===== src/rtl/ope_pkg.sv =====
package ope_pkg;

    localparam int OPE_NOPS  = 2;
    localparam int OPE_NFLD  = 2;
    localparam int OPE_MODEW = 5;

    typedef enum logic [2:0] {
        S_IDLE,
        S_IDX,
        S_PLAN,
        S_HEAD,
        S_TAIL,
        S_DONE
    } ope_state_e;

    // What one operand still needs after any index byte has been resolved.
    typedef struct packed {
        logic [1:0] ndisp;
        logic       has_imm;
        logic [3:0] imm_len;
        logic       reserved;
        logic       imm_bad;
    } ope_plan_t;

    function automatic logic is_scaled(input logic [OPE_MODEW-1:0] m);
        return m[4:2] == 3'b111;
    endfunction

    function automatic logic [3:0] disp_len(input logic [7:0] b);
        if (!b[7])
            return 4'd1;
        else if (!b[6])
            return 4'd2;
        else
            return 4'd4;
    endfunction

    function automatic logic [3:0] imm_bytes(input logic [1:0] sz);
        return 4'd1 << sz;
    endfunction

    function automatic logic [1:0] field_total(input ope_plan_t p);
        return p.ndisp + {1'b0, p.has_imm};
    endfunction

endpackage


===== src/rtl/ope_mode_decode.sv =====
module ope_mode_decode
    import ope_pkg::*;
(
    input  logic                 en,
    input  logic [OPE_MODEW-1:0] mode,
    input  logic [1:0]           size,
    input  logic                 no_imm,
    output ope_plan_t            plan
);

    always_comb begin
        plan = '0;
        if (en) begin
            if (mode[4:3] == 2'b00) begin
                plan = '0;
            end else if (mode[4:3] == 2'b01) begin
                plan.ndisp = 2'd1;
            end else begin
                case (mode)
                    5'h10, 5'h11, 5'h12, 5'h16: plan.ndisp = 2'd2;
                    5'h13:                      plan.reserved = 1'b1;
                    5'h14: begin
                        if (no_imm) begin
                            plan.imm_bad = 1'b1;
                        end else begin
                            plan.has_imm = 1'b1;
                            plan.imm_len = imm_bytes(size);
                        end
                    end
                    5'h15, 5'h18, 5'h19, 5'h1A, 5'h1B: plan.ndisp = 2'd1;
                    default:                    plan = '0;
                endcase
            end
        end
    end

    // An operand is either an immediate or a displacement user, never both.
    always_comb begin
        assert (!(plan.has_imm && (plan.ndisp != 2'd0)))
            else $error("p_imm_excl_r5: immediate combined with displacement");
    end

endmodule


===== src/rtl/ope_index_split.sv =====
module ope_index_split
    import ope_pkg::*;
(
    input  logic [7:0]           ibyte,
    output logic [OPE_MODEW-1:0] eff_mode,
    output logic [2:0]           ireg,
    output logic                 nested
);

    logic [OPE_MODEW-1:0] base;

    always_comb begin
        base     = ibyte[7:3];
        ireg     = ibyte[2:0];
        nested   = is_scaled(base);
        // A scaled base is not followed further; it is treated as a bare register.
        eff_mode = nested ? '0 : base;
    end

endmodule


===== src/rtl/ope_ext_parser.sv =====
module ope_ext_parser
    import ope_pkg::*;
#(
    parameter int OFF_W = 6
) (
    input  logic                                clk,
    input  logic                                rst,
    input  logic                                start,
    input  logic                                use_a,
    input  logic                                use_b,
    input  logic [4:0]                          mode_a,
    input  logic [4:0]                          mode_b,
    input  logic [1:0]                          sz_a,
    input  logic [1:0]                          sz_b,
    input  logic                                noimm_a,
    input  logic                                noimm_b,
    output logic                                busy,
    input  logic                                byte_valid,
    input  logic [7:0]                          byte_data,
    output logic                                byte_ready,
    output logic                                done,
    output logic [OFF_W-1:0]                    ext_len,
    output logic [1:0][OFF_W-1:0]               idx_off,
    output logic [1:0][2:0]                     idx_reg,
    output logic [3:0][OFF_W-1:0]               fld_off,
    output logic [1:0][1:0]                     fld_cnt,
    output logic                                err_reserved,
    output logic                                err_imm,
    output logic                                err_nested
);

    localparam int NSLOT = OPE_NOPS * OPE_NFLD;

    ope_state_e               state;
    logic                     op;
    logic                     fld;
    logic [OFF_W-1:0]         cnt;
    logic [2:0]               remain;
    logic [OPE_NOPS-1:0]      use_q;
    logic [OPE_NOPS-1:0]      noimm_q;
    logic [OPE_NOPS-1:0]      idxneed_q;
    logic [1:0]               size_q [OPE_NOPS];
    logic [OPE_MODEW-1:0]     eff_q  [OPE_NOPS];

    ope_plan_t                plans  [OPE_NOPS];
    logic [1:0]               nf     [OPE_NOPS];
    ope_plan_t                cur;
    logic [3:0]               head_len;
    logic                     hs;
    logic                     need_a;
    logic                     need_b;

    logic [OPE_MODEW-1:0]     spl_eff;
    logic [2:0]               spl_reg;
    logic                     spl_nested;

    logic                     nxt_op;
    logic                     nxt_fld;
    ope_state_e               nxt_state;

    genvar g;
    generate
        for (g = 0; g < OPE_NOPS; g++) begin : g_dec
            ope_mode_decode u_dec (
                .en     (use_q[g]),
                .mode   (eff_q[g]),
                .size   (size_q[g]),
                .no_imm (noimm_q[g]),
                .plan   (plans[g])
            );
            assign nf[g] = field_total(plans[g]);
        end
    endgenerate

    ope_index_split u_split (
        .ibyte    (byte_data),
        .eff_mode (spl_eff),
        .ireg     (spl_reg),
        .nested   (spl_nested)
    );

    assign busy       = (state != S_IDLE);
    assign byte_ready = (state == S_IDX) || (state == S_HEAD) || (state == S_TAIL);
    assign done       = (state == S_DONE);
    assign ext_len    = cnt;
    assign hs         = byte_valid && byte_ready;
    assign need_a     = use_a && is_scaled(mode_a);
    assign need_b     = use_b && is_scaled(mode_b);

    always_comb begin
        cur = plans[op];
        if ({1'b0, fld} < cur.ndisp)
            head_len = disp_len(byte_data);
        else
            head_len = cur.imm_len;
    end

    // Where to go after the current field finishes.
    always_comb begin
        nxt_op    = op;
        nxt_fld   = ~fld;
        nxt_state = S_HEAD;
        if (({1'b0, fld} + 2'd1) == nf[op]) begin
            if (!op && (nf[1] != 2'd0)) begin
                nxt_op  = 1'b1;
                nxt_fld = 1'b0;
            end else begin
                nxt_state = S_DONE;
            end
        end
    end

    always_ff @(posedge clk) begin
        if (rst) begin
            state        <= S_IDLE;
            op           <= 1'b0;
            fld          <= 1'b0;
            cnt          <= '0;
            remain       <= '0;
            use_q        <= '0;
            noimm_q      <= '0;
            idxneed_q    <= '0;
            for (int i = 0; i < OPE_NOPS; i++) begin
                size_q[i] <= '0;
                eff_q[i]  <= '0;
            end
            idx_off      <= '0;
            idx_reg      <= '0;
            fld_off      <= '0;
            fld_cnt      <= '0;
            err_reserved <= 1'b0;
            err_imm      <= 1'b0;
            err_nested   <= 1'b0;
        end else begin
            unique case (state)
                S_IDLE: begin
                    if (start) begin
                        use_q        <= {use_b, use_a};
                        noimm_q      <= {noimm_b, noimm_a};
                        idxneed_q    <= {need_b, need_a};
                        size_q[0]    <= sz_a;
                        size_q[1]    <= sz_b;
                        eff_q[0]     <= mode_a;
                        eff_q[1]     <= mode_b;
                        cnt          <= '0;
                        fld          <= 1'b0;
                        idx_off      <= '0;
                        idx_reg      <= '0;
                        fld_off      <= '0;
                        fld_cnt      <= '0;
                        err_reserved <= 1'b0;
                        err_imm      <= 1'b0;
                        err_nested   <= 1'b0;
                        if (need_a) begin
                            op    <= 1'b0;
                            state <= S_IDX;
                        end else if (need_b) begin
                            op    <= 1'b1;
                            state <= S_IDX;
                        end else begin
                            state <= S_PLAN;
                        end
                    end
                end
                S_IDX: begin
                    if (hs) begin
                        idx_off[op] <= cnt;
                        idx_reg[op] <= spl_reg;
                        eff_q[op]   <= spl_eff;
                        if (spl_nested)
                            err_nested <= 1'b1;
                        cnt <= cnt + OFF_W'(1);
                        if (!op && idxneed_q[1])
                            op <= 1'b1;
                        else
                            state <= S_PLAN;
                    end
                end
                S_PLAN: begin
                    err_reserved <= plans[0].reserved | plans[1].reserved;
                    err_imm      <= plans[0].imm_bad | plans[1].imm_bad;
                    fld_cnt[0]   <= nf[0];
                    fld_cnt[1]   <= nf[1];
                    fld          <= 1'b0;
                    if (nf[0] != 2'd0) begin
                        op    <= 1'b0;
                        state <= S_HEAD;
                    end else if (nf[1] != 2'd0) begin
                        op    <= 1'b1;
                        state <= S_HEAD;
                    end else begin
                        state <= S_DONE;
                    end
                end
                S_HEAD: begin
                    if (hs) begin
                        fld_off[{op, fld}] <= cnt;
                        cnt <= cnt + OFF_W'(1);
                        if (head_len == 4'd1) begin
                            op    <= nxt_op;
                            fld   <= nxt_fld;
                            state <= nxt_state;
                        end else begin
                            remain <= 3'(head_len - 4'd1);
                            state  <= S_TAIL;
                        end
                    end
                end
                S_TAIL: begin
                    if (hs) begin
                        cnt    <= cnt + OFF_W'(1);
                        remain <= remain - 3'd1;
                        if (remain == 3'd1) begin
                            op    <= nxt_op;
                            fld   <= nxt_fld;
                            state <= nxt_state;
                        end
                    end
                end
                S_DONE: begin
                    state <= S_IDLE;
                end
                default: state <= S_IDLE;
            endcase
        end
    end

    // ---------------------------------------------------------------
    // Assertions
    // ---------------------------------------------------------------
    p_ready_busy_r11: assert property (@(posedge clk) disable iff (rst)
        byte_ready |-> busy)
        else $error("p_ready_busy_r11");

    p_len_hold_r11: assert property (@(posedge clk) disable iff (rst)
        (busy && !(byte_valid && byte_ready)) |=> $stable(ext_len))
        else $error("p_len_hold_r11");

    p_len_step_r11: assert property (@(posedge clk) disable iff (rst)
        (byte_valid && byte_ready) |=> (ext_len == $past(ext_len) + OFF_W'(1)))
        else $error("p_len_step_r11");

    p_done_pulse_r12: assert property (@(posedge clk) disable iff (rst)
        done |=> !done)
        else $error("p_done_pulse_r12");

    p_start_busy_r12: assert property (@(posedge clk) disable iff (rst)
        (start && !busy) |=> busy)
        else $error("p_start_busy_r12");

    p_tail_nonzero_r4: assert property (@(posedge clk) disable iff (rst)
        (state == S_TAIL) |-> (remain != 3'd0))
        else $error("p_tail_nonzero_r4");

    p_flat_base_r9: assert property (@(posedge clk) disable iff (rst)
        (state == S_PLAN) |-> (!is_scaled(eff_q[0]) || !use_q[0]) && (!is_scaled(eff_q[1]) || !use_q[1]))
        else $error("p_flat_base_r9");

    p_no_read_reserved_r7: assert property (@(posedge clk) disable iff (rst)
        (state == S_HEAD) |-> !cur.reserved && !cur.imm_bad)
        else $error("p_no_read_reserved_r7");

    p_slots_fit_r3: assert property (@(posedge clk) disable iff (rst)
        done |-> (fld_cnt[0] <= 2'(OPE_NFLD)) && (fld_cnt[1] <= 2'(OPE_NFLD)) && (NSLOT == 4))
        else $error("p_slots_fit_r3");

endmodule


===== config.mk =====
export PLATFORM = sky130hd
export DESIGN_NAME = ope_ext_parser
export DESIGN_NICKNAME = d
export VERILOG_FILES = /design/src/rtl/ope_pkg.sv /design/src/rtl/ope_mode_decode.sv /design/src/rtl/ope_index_split.sv /design/src/rtl/ope_ext_parser.sv
export SDC_FILE = /design/constraint.sdc
export NUM_CORES = 1
export LEC_CHECK = 0
export BUFFER_PORTS_ARGS = -buffer_cell sky130_fd_sc_hd__buf_4
export CAP_MARGIN = 20
export CORE_MARGIN = 8
export CORE_UTILIZATION = 55
export CTS_CLUSTER_DIAMETER = 120
export DETAILED_ROUTE_END_ITERATION = 8
export HOLD_SLACK_MARGIN = 0.12
export PLACE_DENSITY = 0.8
export RECOVER_POWER = 100
export REMOVE_ABC_BUFFERS = 1
export SLEW_MARGIN = 20
export SYNTH_ARGS = -nofsm -noshare
export SYNTH_HDL_FRONTEND = slang
export SYNTH_SLANG_ARGS = --single-unit

===== constraint.sdc =====
create_clock -name clk -period 8.4 [get_ports clk]
set_input_delay 1.68 -clock clk [delete_from_list [all_inputs] [get_ports clk]]
set_output_delay 1.68 -clock clk [all_outputs]
set_load 0.1 [all_outputs]

==> results.py <==
metrics = {
    "pwr": {
        "p_sw_mw": 0.5921,
        "combPwrFrac_pct": 37.8,
        "power.share.sequential_pct": 41.1,
        "peakVddDrop_v": 0.0003590,
        "p_int_mw": 0.6952,
        "p_leak_nw": 1.688,
        "switching_share_pct": 45.99,
        "cellPowerDensity_nw_per_um2": 267.0,
        "power.share.clock_pct": 21.1,
    },
    "logic_synthesis": {
        "synth_cell_types": 72,
        "synth.most_common_cell": "dfxtp_1",
        "ys_top_cells_by_area": "dfxtp_1 (32%), edfxtp_1 (9.9%), nand2_1 (5.9%), a21oi_1 (5.4%), nor2_1 (4.7%)",
        "syn_area_um2": 4229,
        "avgSynthCellArea_um2": 8.441,
        "synth_top_area_share_pct": 32.19,
        "yosys_warnings": 0,
        "ys_top_cells_by_count": "dfxtp_1 (68), nand2_1 (67), nor2_1 (53), a21oi_1 (46), nand3_1 (35)",
        "syn_inst": 501,
        "synthArstFlopShare_pct": 0,
        "ys_seq_area_share_pct": 42.13,
        "synth_seq_cells": 82,
        "yosys.area.top_type": "dfxtp_1",
        "synth_top_flop_cell": "dfxtp_1",
        "synth_edf_count": 14,
    },
    "route": {
        "met2_length_um": 5642,
        "met1_length_um": 5274,
        "vias_per_cell": 6.050,
        "dr_wl_met3_um": 817,
        "drt-initial-drc-count": 338,
        "drt_wl_total_um": 12060,
        "wl_per_cell_um": 17.89,
        "via_count": 4078,
        "antenna_left": 0,
        "drc": 0,
        "routed.top_layer": "met4",
        "drtPass1Iterations": 5,
    },
    "cells_and_area": {
        "num_antenna_cells": 0,
        "final_area_um2": 4821,
        "stdcell_count": 674,
        "utilization_pct": 63.37,
        "areaGrowthSynthToFinish_pct": 13.99,
        "largest_reg_flops": 24,
        "top_register": "fld_off",
        "reg_top3": "fld_off x24, idx_off x12, eff_q x10",
        "layout-drive-gt1-share_pct": 10.31,
        "layout.nets": 604,
    },
    "clock_tree": {
        "clkTransAtPathRegs_ns": 0.09,
        "cts_tree": "done",
        "cts_max_level": 3,
        "ctsResizeCount": 0,
        "ctsHoldBuffers": 0,
        "clock-root-buffer": "clkbuf_8",
        "clk_path_buf_depth": 2,
        "cts_setup_buffers": 0,
        "clock-sinks": 82,
        "cts_made_buffers": 9,
        "worstSkewPairLatency_ns": 0.37,
    },
    "global_route": {
        "grt_overflow": 0,
        "grt_max_degree": 66,
        "grt_pass1_vias": 3913,
        "grt_pass1_wl_um": 19360,
        "grt_antenna_before_repair": 0,
        "track_usage_pct": 21.56,
    },
    "outcome": {
        "outcome": "finished with violations",
        "violations": "capacitance limit, slew limit",
    },
    "setup_path": {
        "crit_path_max_fanout": 65,
        "crit_path_start_kind": "input port",
        "critPathMaxStageDelay_ns": 1.97,
        "path_class": "in -> reg",
        "crit_chain": "clkbuf_1, inv_1, nand2_1, or2_2",
        "worstPathArrival_ns": 5.19,
        "cp.required_ns": 8.48,
        "crit_path_top_delay_cell": "clkbuf_1",
        "cp-end-kind": "flop",
    },
    "placement": {
        "dpl_cell_area_um2": 4885,
        "dp_cells": 658,
        "gp_congestion": 0.9140,
        "place_hpwl_um": 8531,
        "port_buffers": 87,
    },
    "sta": {
        "relSlewSlack_pct": -89.23,
        "period_share_pct": 60.93,
        "fin_skew_ns": 0.01786,
        "final-hold-violation-count": 0,
        "setup_viol": 0,
        "clock.fmax_mhz": 195.4,
        "period_needed_ns": 5.118,
        "setup_tns_ns": 0,
        "rsz0062_at_grt": "no",
        "worst_pin_slew_ns": 2.838,
        "finalMaxSlewViolations": 109,
    },
    "floorplan": {
        "die_y_um": 103.7,
        "row_count": 32,
        "initial_core_util_pct": 55.59,
        "coreArea_um2": 7607,
        "die-area_um2": 10750,
        "pin_count": 88,
        "die_w_um": 103.7,
    },
    "flow_run": {
        "drv_cap": 2,
    },
    "worst_hold_path": {
        "hold_path_class": "reg -> reg",
    },
}
kinds of logic (layout without fill, tap and decap cells):
kind of cell               Yosys count  in the layout  synth area share (%)
and+or+nand+nor                    233            233                 28.23
adders and majority gates            8              8                 2.308
xor gates and xnor gates             7              7                 2.071
DFF                                 82             82                 42.13
buffers and inverters               46            117                 4.290
muxes                                1              1                0.3549
AOI/OAI and AO/OA                  124            124                 20.62
power by group through the flow:
stage / Clock, mW / Combinational, mW / Sequential, mW
2_1_floorplan: 0 / 0.337 / 0.547
3_3_place_gp: 0 / 0.490 / 0.533
3_5_place_dp: 0 / 0.497 / 0.536
4_1_cts: 0.270 / 0.500 / 0.526
5_1_grt: 0.287 / 0.527 / 0.537
6_report: 0.271 / 0.487 / 0.529
critical path, delay by kind of cell:
kind / cells / cell delay (ns)
simple gates: 2 / 0.89
buf+inv: 2 / 2.58
through the flow:
| stage | power (mW) | setup slack [ns] | hold WS [ns] |
|---|---|---|---|
| 6_report | 1.287 | 3.282 | 0.4666 |
| 3_5_place_dp | 1.032 | 4.862 | 0.4548 |
| 3_3_place_gp | 1.022 | 4.896 | 0.4436 |
| 5_1_grt | 1.351 | 2.915 | 0.4907 |
| 4_1_cts | 1.296 | 4.708 | 0.4672 |
| 2_1_floorplan | 0.8832 | 3.860 | 0.4257 |
routing by layer:
metal	vias up	global-route usage, %
met4	0	10.86
met2	158	33.27
met5	-	0
li1	1958	-
met1	1933	27.46
met3	29	5.204
worst paths after layout:
path                                                start                        end  slack (ns)  cells past startpoint
worst min register to register  idxneed_q[1]$_SDFFE_PP0P_  idxneed_q[1]$_SDFFE_PP0P_        0.47                      2
worst max-delay path                                  rst      eff_q[0][3]$_DFFE_PP_        3.28                      4
worst min-delay path            idxneed_q[1]$_SDFFE_PP0P_  idxneed_q[1]$_SDFFE_PP0P_        0.47                      2
worst max register to register      state[2]$_SDFFE_PP0P_      eff_q[0][3]$_DFFE_PP_        4.52                      5
area by class of cell:
type / instances / area [um2]
Inverter: 13 / 48.80
Clock inverter: 6 / 47.55
Clock buffer: 10 / 127.6
Tap cell: 102 / 127.6
Fill cell: 723 / 2786
Timing Repair Buffer: 88 / 431.7
Multi-Input combinational cell: 373 / 2256
Sequential cell: 82 / 1782
cells in the final DEF (no fill, tap or decap), types with 3 or more instances in the layout:
cell      instances
dfxtp_1          68
nand2_1          67
clkbuf_1         62
nor2_1           53
a21oi_1          46
nand3_1          35
buf_4            27
a22oi_1          18
nor3_1           14
edfxtp_1         14
inv_1            13
a32o_1            9
clkbuf_8          9
nor2b_1           8
o21ai_0           8
a31oi_1           8
or3_1             7
ha_1              7
nand4_1           5
and3_1            5
nor4b_1           4
and2_1            4
nand3b_1          4
o32ai_1           4
and4_1            4
xor2_1            4
or2_2             3
a22o_1            3
(Power assumes the default switching activity.)
